$ cat config.mk
export PLATFORM = sky130hd
export DESIGN_NAME = spi_timing_calc
export DESIGN_NICKNAME = d
export VERILOG_FILES = /design/src/rtl/spi_tc_pkg.sv /design/src/rtl/spi_tc_peak.sv /design/src/rtl/spi_tc_scale.sv /design/src/rtl/spi_timing_calc.sv
export SDC_FILE = /design/constraint.sdc
export NUM_CORES = 1
export LEC_CHECK = 0
export BUFFER_PORTS_ARGS = -buffer_cell sky130_fd_sc_hd__buf_2
export CAP_MARGIN = 20
export CORE_MARGIN = 2
export CORE_UTILIZATION = 50
export CTS_BUF_LIST = sky130_fd_sc_hd__clkbuf_4 sky130_fd_sc_hd__clkbuf_8
export CTS_CLUSTER_DIAMETER = 30
export DETAILED_ROUTE_END_ITERATION = 8
export HOLD_SLACK_MARGIN = 0.12
export PLACE_DENSITY = 0.76
export SLEW_MARGIN = 20
export SYNTH_ARGS = -nofsm -noshare
export SYNTH_HDL_FRONTEND = slang
export SYNTH_SLANG_ARGS = --single-unit
$ cat constraint.sdc
create_clock -name clk -period 14.5 [get_ports clk]
set_clock_uncertainty 0.2 [all_clocks]
set_input_delay 0.725 -clock clk [delete_from_list [all_inputs] [get_ports clk]]
set_output_delay 0.725 -clock clk [all_outputs]
set_load 0.02 [all_outputs]
$ cat src/rtl/spi_tc_pkg.sv
package spi_tc_pkg;

  typedef enum logic {ST_IDLE, ST_SEARCH} calc_state_t;

  // Round-up division by a power of two: (v + 2^e - 1) >> e.
  // Operands are kept to 32 bits; request widths stay at or below 31 bits.
  function automatic logic [31:0] ceil_pow2(input logic [31:0] v, input logic [4:0] e);
    logic [31:0] bias;
    bias = (32'd1 << e) - 32'd1;
    return (v + bias) >> e;
  endfunction

  function automatic logic [31:0] max2(input logic [31:0] a, input logic [31:0] b);
    return (a > b) ? a : b;
  endfunction

endpackage

$ cat src/rtl/spi_tc_peak.sv
module spi_tc_peak #(
  parameter int N = 4,
  parameter int W = 24
) (
  input  logic [N-1:0][W-1:0] vals,
  output logic [W-1:0]        peak
);
  import spi_tc_pkg::*;

  logic [W-1:0] run [N];

  assign run[0] = vals[0];
  for (genvar i = 1; i < N; i++) begin : g_chain
    assign run[i] = W'(max2(32'(run[i-1]), 32'(vals[i])));
  end

  assign peak = run[N-1];

endmodule

$ cat src/rtl/spi_tc_scale.sv
module spi_tc_scale #(
  parameter int REQ_W   = 24,
  parameter int FIELD_W = 8,
  parameter int EXP_W   = 3
) (
  input  logic [REQ_W-1:0]   req,
  input  logic [EXP_W-1:0]   exp_sel,
  output logic [FIELD_W-1:0] count,
  output logic               fits
);
  import spi_tc_pkg::*;

  localparam logic [31:0] LIMIT = 32'((1 << FIELD_W) - 1);

  logic [31:0] scaled;

  assign scaled = ceil_pow2(32'(req), 5'(exp_sel));
  assign fits   = (scaled <= LIMIT);
  assign count  = FIELD_W'(scaled);

endmodule

$ cat src/rtl/spi_timing_calc.sv
module spi_timing_calc #(
  parameter int REQ_W   = 24,
  parameter int FIELD_W = 8,
  parameter int EXP_W   = 3
) (
  input  logic               clk,
  input  logic               rst_n,
  input  logic               start,
  input  logic [REQ_W-1:0]   req_sck_div,
  input  logic [REQ_W-1:0]   req_lead,
  input  logic [REQ_W-1:0]   req_trail,
  input  logic [REQ_W-1:0]   req_gap,
  output logic               busy,
  output logic               done,
  output logic               error,
  output logic [EXP_W-1:0]   prescale_exp,
  output logic [FIELD_W-1:0] sck_div,
  output logic [FIELD_W-1:0] lead_cnt,
  output logic [FIELD_W-1:0] trail_cnt,
  output logic [FIELD_W-1:0] gap_cnt
);
  import spi_tc_pkg::*;

  localparam int NF = 4;  // 0 sck, 1 lead, 2 trail, 3 gap
  localparam logic [EXP_W-1:0] MAX_EXP = '1;

  calc_state_t state_q;
  logic [EXP_W-1:0]            search_exp_q;
  logic [NF-1:0][REQ_W-1:0]    req_q;
  logic [REQ_W-1:0]            peak;
  logic                        peak_fits;
  logic [FIELD_W-1:0]          peak_cnt;
  logic [FIELD_W-1:0]          cnt  [NF];
  logic [NF-1:0]               fit;
  logic [FIELD_W-1:0]          field_q [NF];
  logic [REQ_W-1:0]            sck_floor;

  // Named internal events
  logic ev_accept, ev_found, ev_exhausted;

  assign sck_floor    = (req_sck_div == '0) ? REQ_W'(1) : req_sck_div;
  assign busy         = (state_q == ST_SEARCH);
  assign ev_accept    = start && !busy;
  assign ev_found     = busy && peak_fits;
  assign ev_exhausted = busy && !peak_fits && (search_exp_q == MAX_EXP);

  spi_tc_peak #(.N(NF), .W(REQ_W)) u_peak (
    .vals (req_q),
    .peak (peak)
  );

  spi_tc_scale #(.REQ_W(REQ_W), .FIELD_W(FIELD_W), .EXP_W(EXP_W)) u_peak_fit (
    .req     (peak),
    .exp_sel (search_exp_q),
    .count   (peak_cnt),
    .fits    (peak_fits)
  );

  for (genvar i = 0; i < NF; i++) begin : g_field
    spi_tc_scale #(.REQ_W(REQ_W), .FIELD_W(FIELD_W), .EXP_W(EXP_W)) u_scale (
      .req     (req_q[i]),
      .exp_sel (search_exp_q),
      .count   (cnt[i]),
      .fits    (fit[i])
    );
  end

  always_ff @(posedge clk or negedge rst_n) begin
    if (!rst_n) begin
      state_q      <= ST_IDLE;
      search_exp_q <= '0;
      req_q        <= '0;
      done         <= 1'b0;
      error        <= 1'b0;
      prescale_exp <= '0;
      for (int i = 0; i < NF; i++) field_q[i] <= '0;
    end else if (ev_accept) begin
      state_q      <= ST_SEARCH;
      search_exp_q <= '0;
      req_q        <= {req_gap, req_trail, req_lead, sck_floor};
      done         <= 1'b0;
      error        <= 1'b0;
      prescale_exp <= '0;
      for (int i = 0; i < NF; i++) field_q[i] <= '0;
    end else if (ev_found) begin
      state_q      <= ST_IDLE;
      done         <= 1'b1;
      prescale_exp <= search_exp_q;
      for (int i = 0; i < NF; i++) field_q[i] <= cnt[i];
    end else if (ev_exhausted) begin
      state_q <= ST_IDLE;
      error   <= 1'b1;
    end else if (busy) begin
      search_exp_q <= search_exp_q + 1'b1;
    end
  end

  assign sck_div   = field_q[0];
  assign lead_cnt  = field_q[1];
  assign trail_cnt = field_q[2];
  assign gap_cnt   = field_q[3];

  // Assertions
  AST_DONE_ERR_EXCL: assert property (@(posedge clk) disable iff (!rst_n)
    !(done && error));

  AST_PEAK_COVERS: assert property (@(posedge clk) disable iff (!rst_n)
    busy |-> (peak_fits == (&fit)) && (!peak_fits || peak_cnt >= cnt[0]));

  AST_SEARCH_STEP: assert property (@(posedge clk) disable iff (!rst_n)
    busy && !ev_found && !ev_exhausted |=> busy && (search_exp_q == $past(search_exp_q) + 1'b1));

  AST_RESULT_HOLD: assert property (@(posedge clk) disable iff (!rst_n)
    (done || error) && !start |=> $stable({done, error, prescale_exp, sck_div, lead_cnt, trail_cnt, gap_cnt}));

  AST_ERR_ZERO: assert property (@(posedge clk) disable iff (!rst_n)
    error |-> (prescale_exp == '0) && (sck_div == '0) && (lead_cnt == '0) && (trail_cnt == '0) && (gap_cnt == '0));

  AST_SCK_NONZERO: assert property (@(posedge clk) disable iff (!rst_n)
    done |-> sck_div != '0);

  AST_BUSY_IGNORES_START: assert property (@(posedge clk) disable iff (!rst_n)
    busy && start |=> $stable(req_q));

endmodule

After elaboration in Yosys (flattened, before gate mapping)
Index checks and enable logic that the tools add are counted.

cells by class
  multiplexer cells = 20
  equality and inequality tests = 3
  reductions and logical operators = 13
  add/subtract/negate cells = 7
  order comparisons = 4
  shifts and indexed selects = 6

operators with widths
  cell                   number
  $add 24x32->32         5
  $shr 32x3->8           4
  $mux 24                4
  $gt 24x24->1           3
  $mux 32                2
  $le 32x8->1 const B    1
  $shl 1x3->32 const A   1
  $shr 32x3->32          1
  $sub 32x1->32 const B  1
  $logic_not 24->1       1
  $mux 3                 6
  $mux 1                 8
  $reduce_bool 2->1      3
  $logic_and 1x1->1      4
  $ne 2x2->1 const B     2
  $add 3x1->3 const B    1
  $eq 3x3->1 const B     1
  $reduce_and 3->1       1
  $reduce_bool 3->1      1
  $logic_not 1->1        2
  $reduce_and 2->1       1

storage, ports and cells
  register bits = 137
  word-level logic and storage cells = 66
  output and inout bits = 38
  input port bits = 99

Depth between registers and ports, before layout
Gate-level depths: netlist of the first run.

  depth after elaboration = 15
  gate-level depth with buffers = 49
  depth with buffers taken out = 44

Modules after synthesis
Synthesis of the first run repeated with hierarchy kept, for this count alone.

second synthesis, totals
  cell total of the unflattened synthesis = 2,552
  area total of the unflattened synthesis = 19,039.5 µm²

modules (own cells, without submodules)
  module                                  instances  area each (µm²)  cells an instance
  spi_tc_scale at g_field[2].u_scale ...  3          2,144.6          318
  spi_timing_calc                         1          5,251.3          518
  spi_tc_peak                             1          2,889.0          411
  spi_tc_scale at g_field[1].u_scale      1          2,439.8          351
  spi_tc_scale at g_field[0].u_scale      1          2,025.7          318

Worst setup path after synthesis of the first run
Ideal clock, no wire load.

  path type = reg-to-reg
  start = register req_q[25] (netlist name)
  end = register field_q (netlist bit sck_div[7])
  buffers on the path = 4
  arrival = 9.556 ns
  period minus slack after synthesis = 9.884 ns
  library setup time = 0.128 ns
  stages on the path, launching flop included = 47
  path slack = 4.616 ns
  cell sequence = dfrtp_1 inv_1 ha_1 nor2b_1 o21a_1 o21a_1 o21a_1 o21ai_0 a21oi_1 o21ai_1 clkbuf_1 mux2_2 ha_1 a21o_1 a21o_1 a21oi_1 o211ai_1 o32ai_1 [11 not listed] nor3_1 a21oi_1 clkbuf_1 mux2_2 ha_1 inv_1 fa_1 nor2b_1 o31ai_1 a311o_2 or3_4 nand2_4 xor2_1 a2111oi_2 nand4_1 nor3_2 buf_6 mux2_1

between the ends
  word-level cells in the longest chain between the ends = 11

RTL lines
  element                          RTL line               source
  start: declaration               spi_timing_calc.sv:29  logic [NF-1:0][REQ_W-1:0] req_q;
  start signal: assignment         spi_timing_calc.sv:80  req_q <= {req_gap, req_trail, req_lead, sck_floor};
  $gt 24x24->1                     spi_tc_pkg.sv:14       return (a > b) ? a : b;
  $mux 24 (*)                      spi_tc_pkg.sv:14
  $gt 24x24->1                     spi_tc_pkg.sv:14
  $mux 24 (*)                      spi_tc_pkg.sv:14
  $gt 24x24->1                     spi_tc_pkg.sv:14
  $mux 24 (*)                      spi_tc_pkg.sv:14
  $add 24x32->32 (*)               spi_tc_pkg.sv:10       return (v + bias) >> e;
  $shr 32x3->32 (*)                spi_tc_pkg.sv:10
  $le 32x8->1 (*)                  spi_tc_scale.sv:18     assign fits = (scaled <= LIMIT);
  $logic_and 1x1->1 (*)            spi_timing_calc.sv:44  assign ev_found = busy && peak_fits;
  $reduce_bool 2->1 (no line) (*)  n/a
  end: declaration                 spi_timing_calc.sv:35  logic [FIELD_W-1:0] field_q [NF];

Every way passes the cells marked *; elsewhere a longest branch is shown, timed or not.
A chain may end at the register's enable or synchronous reset.

Worst setup path in the final report of the first run
Ends and elaborated chain as after synthesis.

==> results of run 1 <==
==> layer usage <==
metal  vias to the layer above  track usage (%)
met4                         0             9.15
met3                        65             4.68
met1                      5836             40.8
met5                         -                0
li1                       5923                -
met2                       504             43.3
==> worst min-delay path: cells and delay by family <==
kind | cells | cell delay (ps)
buffers and inverters | 1 | 70
AND/OR/NAND/NOR | 2 | 80
==> area by class of cell <==
cell class	count	area (um^2)	area share (%)
inverters	100	375	2.54
clock buffers	19	262	1.77
repair buffers	151	802	5.42
clock inverters	13	128	0.862
well taps	341	427	2.88
multi-input cells	1289	9380	63.4
flip-flops and latches	137	3430	23.2
==> metrics by stage <==
step                instances  hold slack, ps
floorplan                1597             229
global placement         2017             269
detailed placement       2017             274
CTS                      2050             225
global route             2050             239
finish                   2050             245
==> cell usage in the layout, fill, tap and decap left out, types with 6 or more instances in the layout <==
cell type,n
a211oi_1,13
a21o_1,27
a21oi_1,92
a31oi_1,9
a41oi_1,6
and2_1,10
and3_1,9
buf_2,135
buf_4,14
clkbuf_8,19
dfrtp_1,136
ha_1,160
inv_1,98
mux2_2,77
mux2i_1,70
mux4_2,16
nand2_1,258
nand2b_1,13
nand3_1,15
nand4_1,20
nor2_1,86
nor2b_1,18
nor3_1,16
nor4_1,13
o211ai_1,10
o21a_1,26
o21ai_0,140
o21bai_1,7
o31ai_1,10
or2_2,8
or3_1,6
xnor2_1,44
xor2_1,20
==> path summary, 6_finish.rpt <==
path                                    to  slack [ps]          from
min                              req_q[48]         250  req_trail[0]
max in group asynchronous  search_exp_q[0]       12110         rst_n
max                             sck_div[7]        3650     req_q[25]
min reg2reg                           done         290          done
min in group asynchronous      lead_cnt[6]         620         rst_n
max reg2reg                     sck_div[7]        3650     req_q[25]
==> repair_timing <==
item | in CTS | in global routing
hold buffers | 1 | 0
endpoints found under the setup margin | 0 | 0
endpoints found under the hold margin | 70 | 0
==> state kept, by name, summed over array words and instances, names as in the netlist <==
signal        count
gap_cnt           8
trail_cnt         8
search_exp_q      3
req_q            96
lead_cnt          8
done              1
sck_div           8
prescale_exp      3
error             1
busy              1
==> logic make-up (layout without fill, tap and decap cells) <==
group	Yosys count	count (layout)
buf+inv	171	283
fa+ha+maj	165	165
compound gates	403	403
simple gates	493	493
mux	164	164
xor+xnor	64	64
flops	137	137
==> results.sh, run 1 <==
export IMPL_status="completed"
export IMPL_tightest_slew_ps=890
export IMPL_dpl_cell_area_um2=14400
export IMPL_io_pin_count=137
export IMPL_setup_ws_ps=3650
export IMPL_path_max_fanout=36
export IMPL_tns_ps=0
export IMPL_antenna_left=0
export IMPL_dr_pass1_iters=5
export IMPL_die_h_um=168
export IMPL_slew_viol_final=0
export IMPL_synth_top_family_by_area="compound AO/OA/AOI/OAI gates"
export IMPL_synth_cells_most_frequent="nand2_1, ha_1, o21ai_0, dfrtp_1, inv_1"
export IMPL_wl_met3_um=3210
export IMPL_dieArea_um2=28300
export IMPL_gp_congestion=1.01
export IMPL_max_freq_ghz=0.0922
export IMPL_hold_viol_final=0
export IMPL_cts_resized=0
export IMPL_rsz0062_at_grt="no"
export IMPL_detail_route_wl_per_cell_um=19.5
export IMPL_clock_sinks=137
export IMPL_critPathSlowestCell="buf_4"
export IMPL_tritoncts="done"
export IMPL_first_global_vias=11600
export IMPL_core_area_um2=26700
export IMPL_row_count=60
export IMPL_cts_root_buf="clkbuf_8"
export IMPL_antenna_found_initial=0
export IMPL_ff2ff_path_depth=47
export IMPL_max_slew_margin_pct=40.7
export IMPL_maxCapViolations=0
export IMPL_htreeDepth=4
export IMPL_viasPerCell=6.01
export IMPL_synth_edf_count=0
export IMPL_grt_overflow=0
export IMPL_worst_setup_path_type="register to register"
export IMPL_cts_setup_buffers=0
export IMPL_period_share_pct=74.8
export IMPL_place_ws_ps=3690
export IMPL_drc=0
export IMPL_stdcell_area_um2=14800
export IMPL_synth_compound_area_share_pct=18.7
export IMPL_syn_to_final_growth_pct=9.78
export IMPL_worstSkewPairLatency_ps=480
export IMPL_grt_usage_pct=28.3
export IMPL_synth_warnings=0
export IMPL_cp_buffers_inverters=5
export IMPL_hold_class="primary input to register"
export IMPL_dr_total_vias=12300
export IMPL_n_fill_cell=2479
export IMPL_setup_viol=0
export IMPL_syn_area_um2=13500
export IMPL_critPathTopFamily="compound AO/OA/AOI/OAI gates"
export IMPL_critPathMostFrequentCell="o21a_1"
export IMPL_synthTopCellsByArea="dfrtp_1, ha_1, nand2_1"
export IMPL_path_clk_slew_ps=90
export IMPL_synth_top_area_cell="dfrtp_1"
export IMPL_wl_um=39900
export IMPL_ys_ff_latch=137
export IMPL_synthAdderAreaFrac_pct=15.6
export IMPL_drtIter0Drc=1080
export IMPL_cp_data_required_time_ps=14660
export IMPL_place_port_buffers=136
export IMPL_wl_met1_um=18300
export IMPL_dp_hpwl_um=31500
export IMPL_synth_top_area_share_pct=25.4
export IMPL_routed_top_layer="met4"
export IMPL_synth_fp_nets=1861
export IMPL_synthCells=1597
export IMPL_chipWidth_um=168
export IMPL_ys_types=79
export IMPL_initial_core_util_pct=50.5
export IMPL_cts_buffers=17
export IMPL_max_stage_delay_ps=510
export IMPL_avgSynthCellArea_um2=8.45
export IMPL_grt_pass1_wl_um=63200
export IMPL_yosys_most_used_dff="dfrtp_1"
export IMPL_grt_max_degree=85
export IMPL_yosysSeqAreaShare_pct=25.4
export IMPL_clk_path_buf_depth=2
export IMPL_synth_most_common_cell="nand2_1"
export IMPL_cp_start_kind="register"
export IMPL_num_antenna_cells=0
export IMPL_met2_length_um=17300
export IMPL_min_period_ps=10850
export IMPL_fin_util_pct=55.4
export IMPL_synthArstFlopShare_pct=100
export IMPL_crit_path_end_kind="register"
export IMPL_synth_xor_area_share_pct=4.16
export IMPL_synth_simple_area_share_pct=16.5
export IMPL_nNetsFinal=1960
export IMPL_synth_mux_area_share_pct=14.4
export IMPL_cp_arrival_ps=11010
export IMPL_path_depth=47
export IMPL_drive_above_1_share_pct=17.8
export IMPL_worstHoldPathCells=3
Power of run 1 is left out: the tool's default activity adds up to more than one toggle a clock period on the data nets, which glitch-free logic cannot reach.
==> run 2: changes to the inputs <==
==> constraint.sdc (replaced) <==
create_clock -name clk -period 11.1 [get_ports clk]
set_clock_uncertainty 0.2 [all_clocks]
set_input_delay 0.555 -clock clk [delete_from_list [all_inputs] [get_ports clk]]
set_output_delay 0.555 -clock clk [all_outputs]
set_load 0.02 [all_outputs]
==> run 2 against run 1 <==
  * Flip-flop and latch count did not move
  * Die area unchanged
  * Wire length increased by 2.3%
  * Critical path type unchanged
  * Critical endpoint unchanged
  * Largest cell class unchanged
  * Highest routed layer is now met5
==> results.sh, run 2 (synthesized netlist as in run 1, its figures left out) <==
export IMPL_max_stage_delay_ps=430
export IMPL_syn_to_final_growth_pct=14.7
export IMPL_wl_um=40800
export IMPL_drtIter0Drc=972
export IMPL_dieArea_um2=28300
export IMPL_place_port_buffers=136
export IMPL_path_clk_slew_ps=100
export IMPL_nNetsFinal=2021
export IMPL_initial_core_util_pct=50.5
export IMPL_reg2reg_from="req_q[25]"
export IMPL_cts_setup_buffers=0
export IMPL_path_max_fanout=36
export IMPL_max_slew_margin_pct=41.4
export IMPL_antenna_left=0
export IMPL_cp_arrival_ps=10530
export IMPL_critPathTopFamily="compound AO/OA/AOI/OAI gates"
export IMPL_cp_data_required_time_ps=11260
export IMPL_detail_route_wl_per_cell_um=19.3
export IMPL_dr_total_vias=12700
export IMPL_antenna_found_initial=1
export IMPL_num_antenna_cells=0
export IMPL_critPathMostFrequentCell="o21ai_0"
export IMPL_cp_buffers_inverters=6
export IMPL_period_share_pct=93.4
export IMPL_worstSkewPairLatency_ps=480
export IMPL_die_h_um=168
export IMPL_timing_rr_end="sck_div[7]"
export IMPL_grt_pass1_wl_um=65100
export IMPL_cts_buffers=17
export IMPL_status="completed"
export IMPL_maxCapViolations=0
export IMPL_viasPerCell=6.02
export IMPL_grt_overflow=0
export IMPL_fin_util_pct=57.9
export IMPL_slew_viol_final=0
export IMPL_setup_ws_ps=729
export IMPL_worst_setup_path_type="register to register"
export IMPL_worstHoldPathCells=3
export IMPL_cts_root_buf="clkbuf_8"
export IMPL_r2r_setup_slack_ps=730
export IMPL_clock_sinks=137
export IMPL_grt_max_degree=85
export IMPL_setup_viol=0
export IMPL_n_fill_cell=2352
export IMPL_stdcell_area_um2=15500
export IMPL_htreeDepth=4
export IMPL_largest_reg_flops=96
export IMPL_crit_path_end_kind="register"
export IMPL_rsz0062_at_grt="no"
export IMPL_tns_ps=0
export IMPL_max_freq_ghz=0.0964
export IMPL_io_pin_count=137
export IMPL_layout_commonest_cell="nand2_1"
export IMPL_row_count=60
export IMPL_grt_usage_pct=29.0
export IMPL_holdPathEnd="req_q[26]"
export IMPL_drc=0
export IMPL_chipWidth_um=168
export IMPL_first_global_vias=12100
export IMPL_cp_start_kind="register"
export IMPL_place_ws_ps=756
export IMPL_dpl_cell_area_um2=14400
export IMPL_drive_above_1_share_pct=17.5
export IMPL_regMostFlops="req_q"
export IMPL_ff2ff_path_depth=48
export IMPL_clk_path_buf_depth=2
export IMPL_tritoncts="done"
export IMPL_min_period_ps=10370
export IMPL_dp_hpwl_um=31400
export IMPL_critPathSlowestCell="or3_4"
export IMPL_hold_class="primary input to register"
export IMPL_hold_viol_final=0
export IMPL_worstHoldStart="req_lead[2]"
export IMPL_final_cell_mix="nand2_1, ha_1, o21ai_0"
export IMPL_gp_congestion=0.973
export IMPL_tightest_slew_ps=873
export IMPL_core_area_um2=26700
export IMPL_dr_pass1_iters=6
run 2: cell types whose count changed in the layout (fill, tap and decap cells not counted), sizes merged:
cell / before / now
buf: 150 / 153
bufinv: 0 / 1
clkbuf: 19 / 17
clkinv: 2 / 6
clkinvlp: 3 / 1
dlygate4sd3: 1 / 59
inv: 108 / 107
run 2: area by class of cell:
class / instances / area [um^2] / area share, %
sequential: 137 / 3430 / 22.2
clock inverter: 15 / 199 / 1.29
multi-input combinational: 1289 / 9390 / 60.7
inverter: 100 / 375 / 2.43
timing repair buffer: 212 / 1420 / 9.16
clock buffer: 17 / 234 / 1.51
tap: 341 / 427 / 2.76
run 2: worst max path at each step:
| stage | slack, ps | start | cells past startpoint | end |
|---|---|---|---|---|
| 6_report | 730 | req_q[25] | 48 | sck_div[7] |
| 5_1_grt | 4 | req_q[25] | 47 | sck_div[7] |
| 4_1_cts | 750 | req_q[25] | 45 | sck_div[7] |
| 3_5_place_dp | 760 | req_q[25] | 45 | sck_div[7] |
| 3_3_place_gp | 970 | req_q[25] | 45 | sck_div[7] |
| 2_1_floorplan | 1220 | req_q[25] | 46 | sck_div[7] |
run 2: layer usage:
| layer | up-vias | track usage (%) | part of all wire [%] |
|---|---|---|---|
| met5 | - | 0 | 0.020 |
| met4 | 2 | 10.1 | 3.1 |
| met3 | 80 | 4.77 | 8.3 |
| met2 | 592 | 45.0 | 44 |
| met1 | 5985 | 41.0 | 45 |
| li1 | 6057 | - | - |
run 2: through the flow:
step | hold WS, ps | std cells
global placement | 261 | 2020
detailed placement | 297 | 2020
floorplan | 59.4 | 1597
global route | 129 | 2111
CTS | 122 | 2109
finish | 118 | 2111
run 2: timing repair:
item	CTS	global route
setup endpoints to repair	0	36
resized for setup	0	2
hold endpoints to repair	130	2
hold buffers	57	2
run 2: worst register-to-register path, delay by kind of cell, from the launching register on:
kind,cells,cell delay [ps]
compound gates,20,3510
simple gates,12,2080
fa+ha+maj,5,1380
mux,4,1360
buf+inv,6,1240
flops,1,390
xor+xnor,1,80
Power of run 2 is left out for the same reason.
==> run 3: changes to the inputs <==
--- a/config.mk
+++ b/config.mk
@@ -8,13 +8,14 @@
 export BUFFER_PORTS_ARGS = -buffer_cell sky130_fd_sc_hd__buf_2
 export CAP_MARGIN = 20
 export CORE_MARGIN = 2
-export CORE_UTILIZATION = 50
+export CORE_UTILIZATION = 57
 export CTS_BUF_LIST = sky130_fd_sc_hd__clkbuf_4 sky130_fd_sc_hd__clkbuf_8
 export CTS_CLUSTER_DIAMETER = 30
 export DETAILED_ROUTE_END_ITERATION = 8
 export HOLD_SLACK_MARGIN = 0.12
-export PLACE_DENSITY = 0.76
+export PLACE_DENSITY = 0.83
 export SLEW_MARGIN = 20
 export SYNTH_ARGS = -nofsm -noshare
 export SYNTH_HDL_FRONTEND = slang
+export SYNTH_HIERARCHICAL = 1
 export SYNTH_SLANG_ARGS = --single-unit
==> run 3 against run 2 <==
  * Count of clock-buffer cells in the layout up 1
  * Utilization up 7.3 points
  * First-iteration DRC count up 63%
  * Final area up 13%
  * Sequential share of layout area down 2.4 points
  * Register-to-register slack worse by 370 ps
  * Cell count up 19%
  * Wire length up 11%
  * Critical path type unchanged
  * Area after synthesis up 14%
  * Hold slack better by 16 ps
==> results.sh, run 3 <==
export IMPL_setup_viol=0
export IMPL_path_max_fanout=24
export IMPL_io_pin_count=137
export IMPL_chipWidth_um=168
export IMPL_first_global_vias=14500
export IMPL_min_period_ps=10740
export IMPL_dr_pass1_iters=7
export IMPL_met2_length_um=21400
export IMPL_max_freq_ghz=0.0931
export IMPL_cp_start_kind="register"
export IMPL_hold_class="primary input to register"
export IMPL_die_h_um=168
export IMPL_critPathTopFamily="simple AND/OR/NAND/NOR gates"
export IMPL_tritoncts="done"
export IMPL_antenna_found_initial=1
export IMPL_crit_path_end_kind="register"
export IMPL_avgSynthCellArea_um2=7.71
export IMPL_row_count=60
export IMPL_place_port_buffers=136
export IMPL_clock_sinks=137
export IMPL_wl_met3_um=3210
export IMPL_startpoint="req_q[47]"
export IMPL_detail_route_wl_per_cell_um=18.0
export IMPL_synthCells=1992
export IMPL_finalNonFillerCells=2503
export IMPL_dr_total_vias=15100
export IMPL_viasPerCell=6.02
export IMPL_max_slew_margin_pct=35.6
export IMPL_grt_pass1_wl_um=71200
export IMPL_routed_top_layer="met5"
export IMPL_slew_viol_final=0
export IMPL_cp_data_required_time_ps=11230
export IMPL_clk_path_buf_depth=2
export IMPL_dieArea_um2=28300
export IMPL_cp_buffers_inverters=7
export IMPL_max_stage_delay_ps=580
export IMPL_final_cell_mix="nand2_1, inv_1, ha_1"
export IMPL_critPathMostFrequentCell="ha_1"
export IMPL_drc=0
export IMPL_worstSkewPairLatency_ps=470
export IMPL_nNetsFinal=2447
export IMPL_cts_root_buf="clkbuf_8"
export IMPL_dp_cells=2390
export IMPL_syn_to_final_growth_pct=13.4
export IMPL_synth_fp_nets=2290
export IMPL_reg2reg_from="req_q[47]"
export IMPL_htreeDepth=4
export IMPL_cp_arrival_ps=10870
export IMPL_syn_area_um2=15400
export IMPL_grt_overflow=0
export IMPL_drtIter0Drc=1583
export IMPL_regMostFlops="req_q"
export IMPL_largest_reg_flops=96
export IMPL_hold_viol_final=0
export IMPL_synth_warnings=6
export IMPL_layout_commonest_cell="nand2_1"
export IMPL_wl_met1_um=18900
export IMPL_drive_above_1_share_pct=15.6
export IMPL_num_antenna_cells=0
export IMPL_path_clk_slew_ps=100
export IMPL_grt_max_degree=99
export IMPL_gp_congestion=0.967
export IMPL_antenna_left=0
export IMPL_cts_buffers=17
export IMPL_core_area_um2=26700
export IMPL_worstHoldStart="req_gap[15]"
export IMPL_critPathSlowestCell="or4_1"
export IMPL_wl_um=45100
export IMPL_grt_usage_pct=31.0
export IMPL_period_share_pct=96.8
export IMPL_worst_setup_path_type="register to register"
export IMPL_status="completed"
export IMPL_initial_core_util_pct=57.5
export IMPL_dp_hpwl_um=33200
export IMPL_maxCapViolations=0
export IMPL_tightest_slew_ps=966
run 3: worst paths after layout:
kind	to	slack, ps	cells after the start
setup / recovery	search_exp_q[1]	360	44
hold reg to reg	done	290	1
hold / removal	req_q[87]	130	3
max in group asynchronous	search_exp_q[0]	8760	3
setup reg to reg	search_exp_q[1]	360	44
min in group asynchronous	req_q[66]	430	2
run 3: per-stage QoR:
step	setup WS [ps]	cell area, um^2	hold WS (ps)	TNS (ps)	utilization (%)
3_5_place_dp	-26.5	16100	264	-112	60.1
4_1_cts	35.2	17100	120	0	64.1
6_report	359	17400	134	0	65.2
5_1_grt	-160	17400	127	-5170	65.2
3_3_place_gp	221	16100	258	0	60.1
2_1_floorplan	1120	15400	59.4	0	-
run 3: area by class of cell:
class	count	area, um^2
Clock buffer	18	241
Fill cell	2193	9300
Inverter	281	1050
Tap cell	341	427
Sequential cell	137	3440
Multi-Input combinational cell	1477	10500
Timing Repair Buffer	235	1680
Clock inverter	14	133
run 3: worst reg2reg max path, delay by kind of cell (launching register included):
kind,cells,cell delay (ps)
AOI/OAI and AO/OA,12,2430
buffers and inverters,7,840
DFF,1,420
adders and majority gates,6,1920
muxes,2,600
and+or+nand+nor,17,4200
run 3: routing by layer:
metal / global-route usage, % / vias up
met5: 0 / -
met4: 11.7 / 2
met3: 4.07 / 138
met2: 53.1 / 700
met1: 40.1 / 7106
li1: - / 7134
run 3: timing repair:
item,4_1_cts,5_1_grt
hold endpoints to repair,132,2
pin swaps,0,6
hold buffers,70,2
setup buffers,0,7
cloned,0,1
endpoints found under the setup margin,38,41
resized for setup,2,36
Power of run 3 is left out for the same reason.
